$ cat src/rtl/mcs_pkg.sv
package mcs_pkg;

    typedef enum logic [2:0] {
        CYC_INIT    = 3'd0,
        CYC_FETCH   = 3'd1,
        CYC_EXEC    = 3'd2,
        CYC_DMA_IN  = 3'd3,
        CYC_DMA_OUT = 3'd4,
        CYC_INT     = 3'd5
    } cyc_e;

    typedef enum logic [1:0] {
        MEM_NONE  = 2'd0,
        MEM_READ  = 2'd1,
        MEM_WRITE = 2'd2,
        MEM_RSVD  = 2'd3
    } mem_e;

    localparam logic [1:0] SC_FETCH = 2'b00;
    localparam logic [1:0] SC_EXEC  = 2'b01;
    localparam logic [1:0] SC_DMA   = 2'b10;
    localparam logic [1:0] SC_INT   = 2'b11;

    typedef struct packed {
        logic tpa;
        logic tpb;
        logic rd_n;
        logic wr_n;
        logic dstb;
    } strobe_t;

    // two-bit state code presented for each cycle kind
    function automatic logic [1:0] state_code_of(cyc_e c);
        case (c)
            CYC_FETCH:   return SC_FETCH;
            CYC_DMA_IN:  return SC_DMA;
            CYC_DMA_OUT: return SC_DMA;
            CYC_INT:     return SC_INT;
            default:     return SC_EXEC;
        endcase
    endfunction

    // memory use of a cycle; the reserved execute code acts as none
    function automatic mem_e mem_use_of(cyc_e c, mem_e ek);
        case (c)
            CYC_FETCH:   return MEM_READ;
            CYC_DMA_OUT: return MEM_READ;
            CYC_DMA_IN:  return MEM_WRITE;
            CYC_EXEC:    return (ek == MEM_RSVD) ? MEM_NONE : ek;
            default:     return MEM_NONE;
        endcase
    endfunction

    // cycle that follows an execute or DMA cycle
    function automatic cyc_e after_exec(logic din, logic dout, logic irq);
        if (din)       return CYC_DMA_IN;
        else if (dout) return CYC_DMA_OUT;
        else if (irq)  return CYC_INT;
        else           return CYC_FETCH;
    endfunction

endpackage

$ cat src/rtl/mcs_phase_ctr.sv
module mcs_phase_ctr #(
    parameter int PHASES = 8,
    localparam int PH_W = $clog2(PHASES)
) (
    input  logic            clk,
    input  logic            rst,
    input  logic            pause,
    output logic [PH_W-1:0] phase,
    output logic            cyc_end
);
    localparam logic [PH_W-1:0] LAST = PH_W'(PHASES - 1);

    logic [PH_W-1:0] ph_q;

    always_ff @(posedge clk) begin
        if (rst) begin
            ph_q <= '0;
        end else if (!pause) begin
            if (ph_q == LAST) ph_q <= '0;
            else              ph_q <= ph_q + 1'b1;
        end
    end

    assign phase   = ph_q;
    assign cyc_end = (ph_q == LAST) && !pause;
endmodule

$ cat src/rtl/mcs_state_seq.sv
module mcs_state_seq
    import mcs_pkg::*;
(
    input  logic       clk,
    input  logic       rst,
    input  logic       cyc_end,
    input  logic       dma_in_req,
    input  logic       dma_out_req,
    input  logic       irq_req,
    input  logic [1:0] exec_kind,
    output cyc_e       cur_cyc,
    output mem_e       exec_mem
);
    cyc_e cyc_q, cyc_d;
    mem_e ek_q;

    always_comb begin
        case (cyc_q)
            CYC_INIT:    cyc_d = CYC_FETCH;
            CYC_FETCH:   cyc_d = CYC_EXEC;
            CYC_EXEC:    cyc_d = after_exec(dma_in_req, dma_out_req, irq_req);
            CYC_DMA_IN:  cyc_d = after_exec(dma_in_req, dma_out_req, irq_req);
            CYC_DMA_OUT: cyc_d = after_exec(dma_in_req, dma_out_req, irq_req);
            CYC_INT:     cyc_d = CYC_FETCH;
            default:     cyc_d = CYC_INIT;
        endcase
    end

    always_ff @(posedge clk) begin
        if (rst) begin
            cyc_q <= CYC_INIT;
            ek_q  <= MEM_NONE;
        end else if (cyc_end) begin
            cyc_q <= cyc_d;
            if (cyc_q == CYC_FETCH) ek_q <= mem_e'(exec_kind);
        end
    end

    assign cur_cyc  = cyc_q;
    assign exec_mem = ek_q;
endmodule

$ cat src/rtl/mcs_strobe_gen.sv
module mcs_strobe_gen
    import mcs_pkg::*;
#(
    parameter int PH_W     = 3,
    parameter int TPA_PH   = 1,
    parameter int TPB_PH   = 6,
    parameter int RD_FIRST = 1,
    parameter int RD_LAST  = 7,
    parameter int WR_FIRST = 5,
    parameter int WR_LAST  = 6
) (
    input  logic [PH_W-1:0] phase,
    input  cyc_e            cur_cyc,
    input  mem_e            exec_mem,
    output logic [1:0]      state_code,
    output strobe_t         strb
);
    logic [31:0] ph32;
    logic        in_rd_win, in_wr_win;
    mem_e        use_q;

    assign ph32      = 32'(phase);
    assign in_rd_win = (ph32 >= 32'(RD_FIRST)) && (ph32 <= 32'(RD_LAST));
    assign in_wr_win = (ph32 >= 32'(WR_FIRST)) && (ph32 <= 32'(WR_LAST));
    assign use_q     = mem_use_of(cur_cyc, exec_mem);

    always_comb begin
        state_code = state_code_of(cur_cyc);
        strb.tpa   = (ph32 == 32'(TPA_PH));
        strb.tpb   = (ph32 == 32'(TPB_PH));
        strb.rd_n  = !((use_q == MEM_READ) && in_rd_win);
        strb.wr_n  = !((use_q == MEM_WRITE) && in_wr_win);
        strb.dstb  = (state_code == SC_DMA) && strb.tpb;
    end
endmodule

$ cat src/rtl/mcs_dma_ptr.sv
module mcs_dma_ptr
    import mcs_pkg::*;
#(
    parameter int PTR_W = 16
) (
    input  logic             clk,
    input  logic             rst,
    input  logic             cyc_end,
    input  cyc_e             cur_cyc,
    output logic [PTR_W-1:0] ptr
);
    logic [PTR_W-1:0] ptr_q;
    logic             is_dma;

    assign is_dma = (cur_cyc == CYC_DMA_IN) || (cur_cyc == CYC_DMA_OUT);

    always_ff @(posedge clk) begin
        if (rst) begin
            ptr_q <= '0;
        end else if (cyc_end) begin
            if (cur_cyc == CYC_INIT) ptr_q <= '0;
            else if (is_dma)         ptr_q <= ptr_q + 1'b1;
        end
    end

    assign ptr = ptr_q;
endmodule

$ cat src/rtl/mcs_cycle_seq.sv
module mcs_cycle_seq
    import mcs_pkg::*;
#(
    parameter int PHASES = 8,
    parameter int PTR_W  = 16,
    localparam int PH_W  = $clog2(PHASES)
) (
    input  logic             clk,
    input  logic             rst,
    input  logic             pause,
    input  logic             dma_in_req,
    input  logic             dma_out_req,
    input  logic             irq_req,
    input  logic [1:0]       exec_kind,
    output logic [PH_W-1:0]  phase,
    output logic             tpa,
    output logic             tpb,
    output logic [1:0]       state_code,
    output logic             mrd_n,
    output logic             mwr_n,
    output logic             dma_strobe,
    output logic [PTR_W-1:0] dma_addr
);
    logic    cyc_end;
    cyc_e    cur_cyc;
    mem_e    exec_mem;
    strobe_t strb;

    mcs_phase_ctr #(.PHASES(PHASES)) u_phase (
        .clk     (clk),
        .rst     (rst),
        .pause   (pause),
        .phase   (phase),
        .cyc_end (cyc_end)
    );

    mcs_state_seq u_seq (
        .clk         (clk),
        .rst         (rst),
        .cyc_end     (cyc_end),
        .dma_in_req  (dma_in_req),
        .dma_out_req (dma_out_req),
        .irq_req     (irq_req),
        .exec_kind   (exec_kind),
        .cur_cyc     (cur_cyc),
        .exec_mem    (exec_mem)
    );

    mcs_strobe_gen #(
        .PH_W     (PH_W),
        .TPA_PH   (1),
        .TPB_PH   (PHASES - 2),
        .RD_FIRST (1),
        .RD_LAST  (PHASES - 1),
        .WR_FIRST (PHASES - 3),
        .WR_LAST  (PHASES - 2)
    ) u_strb (
        .phase      (phase),
        .cur_cyc    (cur_cyc),
        .exec_mem   (exec_mem),
        .state_code (state_code),
        .strb       (strb)
    );

    mcs_dma_ptr #(.PTR_W(PTR_W)) u_ptr (
        .clk     (clk),
        .rst     (rst),
        .cyc_end (cyc_end),
        .cur_cyc (cur_cyc),
        .ptr     (dma_addr)
    );

    assign tpa        = strb.tpa;
    assign tpb        = strb.tpb;
    assign mrd_n      = strb.rd_n;
    assign mwr_n      = strb.wr_n;
    assign dma_strobe = strb.dstb;
endmodule

$ cat config.mk
export PLATFORM = sky130hd
export DESIGN_NAME = mcs_cycle_seq
export DESIGN_NICKNAME = d
export VERILOG_FILES = /design/src/rtl/mcs_pkg.sv /design/src/rtl/mcs_phase_ctr.sv /design/src/rtl/mcs_state_seq.sv /design/src/rtl/mcs_strobe_gen.sv /design/src/rtl/mcs_dma_ptr.sv /design/src/rtl/mcs_cycle_seq.sv
export SDC_FILE = /design/constraint.sdc
export NUM_CORES = 1
export LEC_CHECK = 0
export ABC_AREA = 0
export ABC_CLOCK_PERIOD_IN_PS = 2009
export BUFFER_PORTS_ARGS = -buffer_cell sky130_fd_sc_hd__buf_2
export CORE_MARGIN = 3
export CORE_UTILIZATION = 35
export DETAILED_ROUTE_END_ITERATION = 7
export GPL_TIMING_DRIVEN = 0
export PLACE_DENSITY_LB_ADDON = 0.2
export SLEW_MARGIN = 10
export SYNTH_ARGS = -nofsm -noshare
export SYNTH_HDL_FRONTEND = slang
export SYNTH_SLANG_ARGS = --single-unit
$ cat constraint.sdc
create_clock -name clk -period 2.01 [get_ports clk]
set_clock_uncertainty 0.2 [all_clocks]
set_input_delay 0.201 -clock clk [delete_from_list [all_inputs] [get_ports clk]]
set_output_delay 0.201 -clock clk [all_outputs]
set_load 0.03 [all_outputs]
# Yosys cells after proc, flatten, opt, wreduce, memory -nomap -nowiden
# Index checks and enable logic that the tools add are counted.
# totals
ff_bits	24
input_bits	8
output_inout_bits	26
word_cells	50
# classes
addsub	2
n_lt_le_gt_ge	4
n_eq_ne	12
n_mux	10
n_reduce_logical	18
# ops
cell	count
$mux 16	2
$add 16x1->16 const B	1
$eq 3x3->1 const B	4
$mux 3	4
$pmux 2 s3	2
$pmux 3 s3	1
$eq 2x2->1 const B	3
$eq 3x1->1 const B	2
$eq 3x2->1 const B	2
$le 3x3->1 const B	2
$logic_and 1x1->1	6
$reduce_or 2->1	3
$reduce_and 2->1	2
$add 3x1->3 const B	1
$ge 3x1->1 const B	1
$ge 3x3->1 const B	1
$logic_not 1->1	3
$logic_not 3->1	1
$reduce_or 3->1	1
$eq 2x1->1 const B	1
$mux 2	1
$reduce_bool 2->1	1
$logic_or 1x1->1	1

# Logic depth before layout (Yosys ltp)
# depth
depth_word	6
mapped_depth	7
mapped_depth_nobuf	6

# Hierarchy
# From an unflattened synthesis, not the netlist that was laid out.
# unflattened
hier_cells	161
area_unflattened_um2	1375.1
# by_module_without_submodules
module	instances	cells_each	area_each_um2	seq_area_each_um2
mcs_dma_ptr	1	100	847.1	320.3
mcs_state_seq	1	29	262.8	100.1
mcs_phase_ctr	1	13	136.4	60.1
mcs_strobe_gen	1	19	128.9	0.0

# Worst setup path after synthesis
# No wires, ideal clock.
# synth_timing
path_type	register to output
from	register u_phase.ph_q[1] (netlist: u_phase.phase[1])
to	output mrd_n
arrival_time_ns	2.141
required_time_ns	1.609
setup_slack_ns	-0.532
stages_incl_launch_ff	4
path_buffers	0
cell_sequence	dfxtp_1 > ha_1 > ha_1 > o311ai_0
# synth_via
elab_chain_len	4
elab_cells_between_ends	5
cone_classes	order compare (2); reduce/logical (3)
# synth_lines
element	line	text
from (decl)	mcs_phase_ctr.sv:13	logic [PH_W-1:0] ph_q;
from (signal assigned)	mcs_phase_ctr.sv:20	else ph_q <= ph_q + 1'b1;
$ge 3x1->1 / $le 3x3->1 (equally long branches)	mcs_strobe_gen.sv:23	assign in_rd_win = (ph32 >= 32'(RD_FIRST)) && (ph32 <= 32'(RD_LAST));
$logic_and 1x1->1 *	mcs_strobe_gen.sv:23	
$logic_and 1x1->1 *	mcs_strobe_gen.sv:31	strb.rd_n = !((use_q == MEM_READ) && in_rd_win);
$logic_not 1->1 *	mcs_strobe_gen.sv:31	
to (decl)	mcs_cycle_seq.sv:19	output logic mrd_n,
# Mark *: on every way between the ends. The rest lies on a longest branch, timed or not.

# Worst setup path in the final report
# layout_timing
from	register u_phase.ph_q[0] (netlist: u_phase.phase[0])
to	register u_ptr.ptr_q[14] (netlist: u_ptr.ptr[14])
# layout_via
elab_chain_len	3
# layout_lines
element	line	text
$eq 3x3->1	mcs_phase_ctr.sv:25	assign cyc_end = (ph_q == LAST) && !pause;
$logic_and 1x1->1	mcs_phase_ctr.sv:25	
$reduce_and 2->1 (no source line)	n/a	
to (signal assigned)	mcs_dma_ptr.sv:22	else if (is_dma) ptr_q <= ptr_q + 1'b1;
to (decl)	mcs_dma_ptr.sv:12	logic [PTR_W-1:0] ptr_q;
# No other way between the ends.
# A chain may end at the register's enable or synchronous reset.

==> results by group <==
Status
  • Run status: complete, no violations

Floorplanning
  • Die width: 69.2 um
  • IO Pins: 34
  • Die height: 69.2 um
  • Core Region: 0.00374 mm2
  • Total Die Area: 0.00479 mm2
  • Initial Util: 0.374
  • Cell Rows: 22

Timing
  • Slew HR: 0.656
  • Hold_ws: 55.2 ps
  • Tcrit/Tclk final: 0.984
  • Max-slew violations: 0
  • Final worst slack: 31.5 ps
  • TNS Setup: 0 ps
  • Endpoints failing hold: 0
  • Final setup viols: 0
  • Least-Margin Pin Slew: 516 ps
  • Min Tclk post-route: 1980 ps
  • FMAX: 505 MHz
  • RSZ-0062 raised after global routing: true

Setup path
  • Setup crit end: u_ptr.ptr[14]$_SDFFE_PP0P_
  • Worst Path Required: 2030 ps
  • Crit end category: flop
  • Setup crit start: u_phase.phase[0]$_SDFFE_PP0N_
  • Setup crit start kind: flop
  • Reg2Reg Setup Slack: 30 ps
  • WP data arrival: 1990 ps
  • FF-to-FF path depth: 6
  • Worst r2r src: u_phase.phase[0]$_SDFFE_PP0N_
  • CP Class: flop to flop
  • Peak fanout along the critical path: 6
  • Crit Reg-Reg Endpoint: u_ptr.ptr[14]$_SDFFE_PP0P_

Routing
  • Post-route ant nets: 0
  • Drt first pass iters: 4
  • Drt drc: 0
  • Initial drt markers: 71
  • Post-DR wirelength/cell: 12.8 um
  • Routed WL: 3550 um
  • DR vias/cell: 5.30
  • DR vias: 1473

Placement
  • Placed Cells: 259
  • # port buffers: 32
  • Placer Congestion: 0.803
  • Post-DP HPWL: 2510 um
  • Area after DPL: 0.00165 mm2
  • Place WS: -188 ps

Logic synthesis
  • Largest family of logic cells by synthesized area: simple AND/OR/NAND/NOR gates
  • Post-Synth XOR/XNOR Area: 0.0376
  • Synth area leader: dfxtp_1
  • Compound-Gate Fraction of Synth Area: 0.210
  • Synth Register Bits: 24
  • Post-Synth Simple-Gate Area: 0.288
  • Netlist cell types: 41
  • Top post-synthesis cells by area: dfxtp_1 (34%), a21oi_1 (6.4%), nor2_1 (5.4%)
  • Seq/Total Area, Yosys: 0.343
  • Synth cell count leaders: dfxtp_1 (24), nor2_1 (20), a21oi_1 (18)
  • Share of the synthesized area in the top cell type: 0.343
  • Synth async-reset ratio: 0
  • Mapped Cells: 179
  • Net Count, Synth: 192
  • Cell Area, Synth: 0.00140 mm2
  • Mean Syn Cell Area: 7.81 um2
  • Top FF cell, synth: dfxtp_1
  • Top-count cell post-synth: dfxtp_1
  • Adder-Cell Fraction of Synth Area: 0.0447
  • Mux contribution to synthesized area: 0.0286
  • Synth warnings: 0
  • EDFF count, synth: 0

Layout
  • N_diodes: 0
  • Share of cells above drive strength 1: 0.326
  • Design Area, Final: 0.00191 mm2
  • Non-filler cells, final: 278
  • Fin nets: 244
  • Area growth syn-to-layout: 36.7%
  • Layout Utilization: 0.511
  • Fillers: 384

Global routing
  • Grt total ovfl: 0
  • Initial antenna violation count: 0
  • First-pass GRT wire length: 6110 um
  • Largest net degree at the start of global routing: 15
  • Vias in the first global route: 1290
  • Total global routing track utilization: 0.152

Clock tree
  • CTS tree: built
  • Clock Latency Late Sink: 280 ps
  • Reg clk slew, reported paths: 90 ps
  • # clock sinks: 24
  • Maximum clock path buffer count: 2
  • H-tree levels: 1
  • Root Driver: clkbuf_8
  • CTS Buf Count: 3

Run
  • Max cap viols: 0

Worst hold path
  • Worst hold path type: primary input to flop
  • Hold Startpoint: dma_in_req

Power
  • VDD IR-drop max: 310 uV
  • Tot Pwr: 996 uW
  • Power Density: 521 mW/mm2
  • P_leak: 0.763 nW
==> power by group <==
part           leakage [nW]  internal, mW  switching (mW)
Clock                0.0357         0.267           0.176
Combinational         0.531        0.0282          0.0426
Sequential            0.196         0.478         0.00429
Total                 0.763         0.773           0.223
==> metal layers <==
layer,part of all wire,track usage,vias to the layer above
met4,0.016,0.0564,0
met1,0.45,0.188,683
met5,0,0,-
met2,0.47,0.252,37
met3,0.059,0.0420,6
li1,-,-,747
==> logic make-up (layout without fill, tap and decap cells) <==
| group | after synthesis | in the layout |
|---|---|---|
| and+or+nand+nor | 77 | 77 |
| buffers and inverters | 15 | 66 |
| muxes | 4 | 4 |
| xor gates and xnor gates | 6 | 6 |
| AOI/OAI and AO/OA | 48 | 48 |
| adders and majority gates | 5 | 5 |
| DFF | 24 | 24 |
==> cells in the final DEF (no fill, tap or decap), drive strengths merged, types with 7 or more instances in the layout <==
master,n
a21oi,18
nand3,7
nand2,14
nor2,20
o21ai,11
dfxtp,24
clkbuf,9
buf,49
==> what timing repair did <==
action | CTS | global route
endpoints found under the setup margin | 16 | 9
pin swaps | 2 | 4
buffers inserted | 6 | 7
hold endpoints to repair | 2 | 0
gates resized for setup | 11 | 21
hold buffers | 2 | 0
==> layout make-up <==
type / count / area, um2 / share of cell area
multi-input combinational: 140 / 921 / 0.482
sequential: 24 / 492 / 0.257
timing repair buffer: 47 / 287 / 0.150
buffer: 10 / 62.6 / 0.0327
tap: 48 / 60.1 / 0.0314
clock buffer: 3 / 41.3 / 0.0216
clock inverter: 1 / 30.0 / 0.0157
inverter: 5 / 18.8 / 0.00982
==> worst min path at each step <==
| stage | endpoint | slack, ps | cells past startpoint |
|---|---|---|---|
| after floorplan | u_seq.exec_mem[0]$_SDFFE_PP0P_ | 140 | 2 |
| after global placement | u_seq.exec_mem[0]$_SDFFE_PP0P_ | 230 | 3 |
| after detailed placement | u_seq.exec_mem[0]$_SDFFE_PP0P_ | 240 | 3 |
| after CTS | u_seq.cur_cyc[2]$_SDFFE_PP0P_ | 60 | 4 |
| after global routing | u_seq.cur_cyc[2]$_SDFFE_PP0P_ | 80 | 4 |
| final | u_seq.cur_cyc[2]$_SDFFE_PP0P_ | 60 | 4 |
==> state kept, by name (all words and copies together), names as in the netlist <==
name and count:
u_phase.phase 3, u_seq.cur_cyc 3, u_ptr.ptr 16, u_seq.exec_mem 2
==> critical path, cell delays in order, from the launching register on <==
cell and delay, ps:
dfxtp_4 370, ha_4 130, ha_4 150, nand4b_1 130, a2111o_1 460, or3_1 330
a21oi_1 140
Power figures use the tool's default switching activity.
